[src/rtl/pllseq_pkg.sv]
package pllseq_pkg;

  localparam int WORD_W   = 32;
  localparam int R_W      = 7;
  localparam int F_W      = 13;
  localparam int OD_W     = 3;
  localparam int R_LSB    = 0;
  localparam int F_LSB    = 8;
  localparam int OD_LSB   = 23;
  localparam int HOLD_BIT = 30;
  localparam int RST_BIT  = 31;

  typedef struct packed {
    logic            rst_n;
    logic            lock_n;
    logic [OD_W-1:0] od;
    logic [F_W-1:0]  f;
    logic [R_W-1:0]  r;
  } cfg_t;

  typedef enum logic [1:0] {
    SEQ_IDLE,
    SEQ_RST,
    SEQ_DONE_WAIT,
    SEQ_LOCK_WAIT
  } seq_state_e;

  function automatic cfg_t word_to_cfg(input logic [WORD_W-1:0] w);
    cfg_t c;
    c.r      = w[R_LSB +: R_W];
    c.f      = w[F_LSB +: F_W];
    c.od     = w[OD_LSB +: OD_W];
    c.lock_n = w[HOLD_BIT];
    c.rst_n  = w[RST_BIT];
    return c;
  endfunction

  function automatic logic [WORD_W-1:0] cfg_to_word(input cfg_t c);
    logic [WORD_W-1:0] w;
    w = '0;
    w[R_LSB +: R_W]   = c.r;
    w[F_LSB +: F_W]   = c.f;
    w[OD_LSB +: OD_W] = c.od;
    w[HOLD_BIT]       = c.lock_n;
    w[RST_BIT]        = c.rst_n;
    return w;
  endfunction

  function automatic logic [F_W-1:0] boot_mult(input logic [1:0] mode);
    logic [F_W-1:0] f;
    case (mode)
      2'b00:   f = F_W'(159);
      2'b01:   f = F_W'(15);
      2'b10:   f = F_W'(31);
      default: f = F_W'(63);
    endcase
    return f;
  endfunction

  function automatic cfg_t boot_cfg(input logic [1:0] mode);
    cfg_t c;
    c.rst_n  = 1'b1;
    c.lock_n = 1'b1;
    c.od     = OD_W'(1);
    c.f      = boot_mult(mode);
    c.r      = '0;
    return c;
  endfunction

endpackage

[src/rtl/pllseq_cfg_reg.sv]
module pllseq_cfg_reg
  import pllseq_pkg::*;
(
  input  logic              clk,
  input  logic              por_n,
  input  logic [1:0]        mode_sel,
  input  logic              load,
  input  logic [WORD_W-1:0] load_word,
  output cfg_t              cfg_q
);

  // Only the power-on reset touches the strap defaults; a requested
  // chip reset never reaches this register.
  always_ff @(posedge clk) begin
    if (!por_n) begin
      cfg_q <= boot_cfg(mode_sel);
    end else if (load) begin
      cfg_q <= word_to_cfg(load_word);
    end
  end

endmodule

[src/rtl/pllseq_lock_filter.sv]
module pllseq_lock_filter #(
  parameter int LOCK_RUN = 4
) (
  input  logic clk,
  input  logic por_n,
  input  logic en,
  input  logic lock,
  output logic qualified
);

  localparam int RUN_W = (LOCK_RUN > 1) ? $clog2(LOCK_RUN) : 1;
  localparam logic [RUN_W-1:0] RUN_LAST = RUN_W'(LOCK_RUN - 1);

  logic [RUN_W-1:0] run_q;

  assign qualified = en && lock && (run_q == RUN_LAST);

  always_ff @(posedge clk) begin
    if (!por_n || !en || !lock || qualified) begin
      run_q <= '0;
    end else begin
      run_q <= run_q + RUN_W'(1);
    end
  end

endmodule

[src/rtl/pllseq_ctrl.sv]
module pllseq_ctrl
  import pllseq_pkg::*;
#(
  parameter int RST_CYCLES = 16
) (
  input  logic       clk,
  input  logic       por_n,
  input  logic       wr_accept,
  input  logic       wr_rst_n,
  input  logic       wr_lock_n,
  input  logic       held_lock_n,
  input  logic       rst_done,
  input  logic       lock_ok,
  output seq_state_e state_o,
  output logic       chip_rst_req,
  output logic       core_stall,
  output logic       lock_en,
  output logic       seq_idle
);

  localparam int CNT_W = (RST_CYCLES > 1) ? $clog2(RST_CYCLES) : 1;
  localparam logic [CNT_W-1:0] PULSE_LAST = CNT_W'(RST_CYCLES - 1);

  seq_state_e       state_q, state_d;
  logic [CNT_W-1:0] pulse_q;
  logic             pulse_end;

  assign pulse_end = (pulse_q == PULSE_LAST);

  always_comb begin
    state_d = state_q;
    case (state_q)
      SEQ_IDLE: begin
        if (wr_accept) begin
          if (!wr_rst_n)       state_d = SEQ_RST;
          else if (!wr_lock_n) state_d = SEQ_LOCK_WAIT;
        end
      end
      SEQ_RST:       if (pulse_end) state_d = SEQ_DONE_WAIT;
      SEQ_DONE_WAIT: if (rst_done)  state_d = held_lock_n ? SEQ_IDLE : SEQ_LOCK_WAIT;
      SEQ_LOCK_WAIT: if (lock_ok)   state_d = SEQ_IDLE;
      default:                      state_d = SEQ_IDLE;
    endcase
  end

  always_ff @(posedge clk) begin
    if (!por_n) begin
      state_q <= SEQ_IDLE;
      pulse_q <= '0;
    end else begin
      state_q <= state_d;
      pulse_q <= (state_q == SEQ_RST && !pulse_end) ? pulse_q + CNT_W'(1) : '0;
    end
  end

  assign state_o      = state_q;
  assign chip_rst_req = (state_q == SEQ_RST);
  assign core_stall   = (state_q != SEQ_IDLE);
  assign lock_en      = (state_q == SEQ_LOCK_WAIT);
  assign seq_idle     = (state_q == SEQ_IDLE);

endmodule

[src/rtl/pll_cfg_sequencer.sv]
module pll_cfg_sequencer
  import pllseq_pkg::*;
#(
  parameter int RST_CYCLES = 16,
  parameter int LOCK_RUN   = 4
) (
  input  logic              clk,
  input  logic              por_n,
  input  logic [1:0]        mode_sel,
  input  logic              cfg_wr_en,
  input  logic [WORD_W-1:0] cfg_wr_data,
  output logic [WORD_W-1:0] cfg_rd_data,
  input  logic              pll_lock,
  input  logic              rst_done,
  output logic [R_W-1:0]    pll_div_in,
  output logic [F_W-1:0]    pll_mult,
  output logic [OD_W-1:0]   pll_div_out,
  output logic              chip_rst_req,
  output logic              core_stall
);

  // Named internal events, observed by the bound checker.
  logic       wr_accept;
  logic       seq_idle;
  logic       lock_en;
  logic       lock_ok;
  cfg_t       cfg_q;
  cfg_t       wr_cfg;
  seq_state_e seq_state;

  assign wr_cfg    = word_to_cfg(cfg_wr_data);
  assign wr_accept = cfg_wr_en && seq_idle;

  pllseq_cfg_reg u_cfg (
    .clk       (clk),
    .por_n     (por_n),
    .mode_sel  (mode_sel),
    .load      (wr_accept),
    .load_word (cfg_wr_data),
    .cfg_q     (cfg_q)
  );

  pllseq_lock_filter #(.LOCK_RUN(LOCK_RUN)) u_lock (
    .clk       (clk),
    .por_n     (por_n),
    .en        (lock_en),
    .lock      (pll_lock),
    .qualified (lock_ok)
  );

  pllseq_ctrl #(.RST_CYCLES(RST_CYCLES)) u_ctrl (
    .clk          (clk),
    .por_n        (por_n),
    .wr_accept    (wr_accept),
    .wr_rst_n     (wr_cfg.rst_n),
    .wr_lock_n    (wr_cfg.lock_n),
    .held_lock_n  (cfg_q.lock_n),
    .rst_done     (rst_done),
    .lock_ok      (lock_ok),
    .state_o      (seq_state),
    .chip_rst_req (chip_rst_req),
    .core_stall   (core_stall),
    .lock_en      (lock_en),
    .seq_idle     (seq_idle)
  );

  assign cfg_rd_data = cfg_to_word(cfg_q);
  assign pll_div_in  = cfg_q.r;
  assign pll_mult    = cfg_q.f;
  assign pll_div_out = cfg_q.od;

endmodule

[config.mk]
export PLATFORM = sky130hd
export DESIGN_NAME = pll_cfg_sequencer
export DESIGN_NICKNAME = d
export VERILOG_FILES = /design/src/rtl/pllseq_pkg.sv /design/src/rtl/pllseq_cfg_reg.sv /design/src/rtl/pllseq_lock_filter.sv /design/src/rtl/pllseq_ctrl.sv /design/src/rtl/pll_cfg_sequencer.sv
export SDC_FILE = /design/constraint.sdc
export NUM_CORES = 1
export LEC_CHECK = 0
export CAP_MARGIN = 20
export CORE_ASPECT_RATIO = 0.9
export CORE_MARGIN = 8
export CORE_UTILIZATION = 39
export CTS_CLUSTER_DIAMETER = 80
export CTS_CLUSTER_SIZE = 14
export DETAILED_ROUTE_END_ITERATION = 10
export PLACE_DENSITY = 0.95
export SETUP_SLACK_MARGIN = 0.1
export SLEW_MARGIN = 20
export SYNTH_ARGS = -nofsm -noshare
export SYNTH_HDL_FRONTEND = slang
export SYNTH_SLANG_ARGS = --single-unit
[constraint.sdc]
create_clock -name clk -period 3.5 [get_ports clk]
set_input_delay 0.525 -clock clk [delete_from_list [all_inputs] [get_ports clk]]
set_output_delay 0.525 -clock clk [all_outputs]
set_load 0.02 [all_outputs]
==> flow_summary.ini <==
[setup_path]
path_cells = nor2b_1, clkdlybuf4s50_1
worst_ep_arrival_time_ps = 1720
crit_path_start_kind = flop
cp_max_fo = 9
endpoint = chip_rst_req
rr_endpoint = u_cfg.cfg_q[20]$_SDFFE_PN1P_
end_kind = output pin
path_class = flop to output pin
r2r_cells = 4
crit_start = u_ctrl.state_o[0]$_SDFFE_PN0P_
cp_slowest_stage_delay_ps = 640
cp.required_ps = 2970
cp_slowest_cell = clkdlybuf4s50_1
r2r-start = u_ctrl.state_o[0]$_SDFFE_PN0P_
r2r_setup_slack_ps = 1650

[routing]
route.met2.wl_um = 1790
routed.top_layer = met4
first_pass_iters = 4
initialDrtViolationCount = 77
viasPerCell = 4.64
vias = 1164
drt-total-wl_um = 3790
ant_nets = 0
drc_errors = 0
wl_per_cell_um = 15.1
drt-met1-wl_um = 1490
dr_wl_met3_um = 465

[synth]
yosys-top-cells-count = 33 x buf_4, 20 x dfxtp_1, 13 x edfxtp_1, 9 x a22o_1, 9 x nand2_1
async_flop_share = 0
syn_area_per_cell_um2 = 10.7
synth-edff-count = 13
synth_area_leaders = dfxtp_1 26%, edfxtp_1 25%, buf_4 16%
yosysWarnings = 0
yosysMostFrequentCell = buf_4
syn_area_um2 = 1540
yosysUniqueCellTypes = 33
synth_seq_area_share = 0.515
synth_top_area_cell = dfxtp_1
synth_flop_cell = dfxtp_1
synth_top_area_share = 0.261
synth-seq-cells = 33
synth_cells = 144

[clock_network]
htreeDepth = 2
path_clk_slew_ps = 60
clkLatencyLatePin_ps = 270
cts_setup_buffers = 0
cts_tree = built
root_buffer = clkbuf_8
cts_buffer_depth = 2
holdBufCountCts = 0
cts_made_buffers = 5
cts_sinks = 33
cts_resized = 0

[finish]
fillCellCount = 331
seqCellArea_um2 = 791
drive_above_1_share = 0.0634
finalNonFillerCells = 251
n_antenna_cell = 0
multiInputGateArea_um2 = 478
areaGrowthSynthToFinish_pct = 47.7
final_net_count = 245

[sta]
rsz0062_at_grt = false
hold_viol = 0
period_share = 0.640
skew_ps = 5.12
max_freq_mhz = 446
finalSetupViolCount = 0
worst_slew_pin_slew_ps = 615
fin_tns_setup_ps = 0
finalCriticalPeriod_ps = 2240
max_slew_margin = 0.588
maxSlewViolCount = 0

[placement]
placement.io_buffers = 81
routabilityCongestion = 0.789
hpwlAfterDp_um = 3010
post-place-cells = 243

[power]
sw_frac_of_total = 0.319
pwr-share-comb = 0.358
p_seq_frac = 0.419
power.density_nw_per_um2 = 520
clkPwrFrac = 0.223
irDropWorstVdd_mv = 0.209
p_sw_mw = 0.377
p_leak_nw = 0.887
internal_power_mw = 0.804

[outcome]
outcome = completed

[global_routing]
gr-total-overflow = 0
track_usage = 0.121
grt_pass1_vias = 1220
grt_max_degree = 19
grt_pass1_wl_um = 5700
antenna_found_initial = 0

[floorplan]
core_um2 = 3760
placementRows = 21
initial_core_util = 0.409
die_h_um = 75.5
die-width_um = 82.2
die_area_um2 = 6210
io_pins = 96

[min_path]
hold_path_class = flop to flop
hold_start = u_lock.run_q[0]$_SDFF_PP0_

[flow_run]
drv_cap = 0
-- area by class of cell --
cell class | instances | share of cell area
clock inverters | 1 | 0.00165
inverters | 10 | 0.0165
clock buffers | 7 | 0.0336
multi-input cells | 71 | 0.211
flip-flops and latches | 33 | 0.348
well taps | 46 | 0.0254
repair buffers | 83 | 0.364
-- routing by layer --
layer  track usage  vias to the layer above
met2         0.197                       63
met1         0.134                      525
met3        0.0660                        4
met4        0.0370                        0
li1              -                      572
met5             0                        -
-- through the flow --
stage          utilization  power (mW)  worst slack, ps  hold WS (ps)  cell area (um2)
6_report             0.604        1.18             1260           423             2270
3_5_place_dp         0.583       0.931             1070           421             2190
5_1_grt              0.604        1.25             1170           454             2270
2_1_floorplan            -       0.761             2140           399             1560
4_1_cts              0.604        1.20             1240           430             2270
3_3_place_gp         0.583       0.918             1090           407             2190
-- layout by cell type (no fill, tap or decap) --
master / instances
mux2i_1: 1
ha_1: 2
xnor2_1: 1
xor2_1: 1
and3_1: 1
nand2_1: 9
a21oi_1: 4
inv_1: 8
nand3_1: 4
and4_1: 1
dfxtp_1: 20
mux4_2: 1
clkinv_1: 1
o221ai_1: 1
clkbuf_8: 5
clkbuf_1: 2
nand4_1: 1
o31ai_1: 1
nor2_2: 1
o22a_1: 3
clkdlybuf4s50_1: 81
a22oi_1: 1
conb_1: 7
a22o_1: 9
inv_2: 2
nor2b_1: 4
buf_4: 2
nor2_1: 6
edfxtp_1: 13
nor4bb_4: 1
a21boi_2: 1
o21ai_0: 2
o2111ai_1: 1
and2_1: 7
-- registers in the layout, indices dropped and copies added (netlist names) --
register,flops
u_ctrl.state_o,2
u_cfg.cfg_q,25
u_lock.run_q,2
u_ctrl.pulse_q,4
-- power by group through the flow --
stage | clock network (mW) | registers (mW) | logic (mW)
after floorplan | 0 | 0.541 | 0.220
after global placement | 0 | 0.500 | 0.418
after detailed placement | 0 | 0.504 | 0.427
after global routing | 0.293 | 0.504 | 0.448
final | 0.264 | 0.495 | 0.423
after CTS | 0.275 | 0.496 | 0.428
-- worst min path at each step --
stage | endpoint | slack [ps] | depth (start not counted)
after floorplan | u_lock.run_q[0]$_SDFF_PP0_ | 400 | 1
after global placement | u_lock.run_q[0]$_SDFF_PP0_ | 410 | 1
after detailed placement | u_lock.run_q[0]$_SDFF_PP0_ | 420 | 1
after CTS | u_lock.run_q[0]$_SDFF_PP0_ | 430 | 1
after global routing | u_lock.run_q[0]$_SDFF_PP0_ | 450 | 1
final | u_lock.run_q[0]$_SDFF_PP0_ | 420 | 1
-- critical path, delay by kind of cell, from the launching register on --
family        cells  cell delay (ps)
buf+inv           1              640
simple gates      1              260
flops             1              540
-- cell families (layout without fill, tap and decap cells) --
kind of cell / Yosys count / after routing / synth area share
other cells: 1 / 7 / 0.00244
flops: 33 / 33 / 0.515
buf+inv: 46 / 101 / 0.199
compound gates: 23 / 23 / 0.116
simple gates: 35 / 35 / 0.119
xor+xnor: 2 / 2 / 0.0114
mux: 2 / 2 / 0.0212
fa+ha+maj: 2 / 2 / 0.0163
Power figures use the tool's default switching activity.
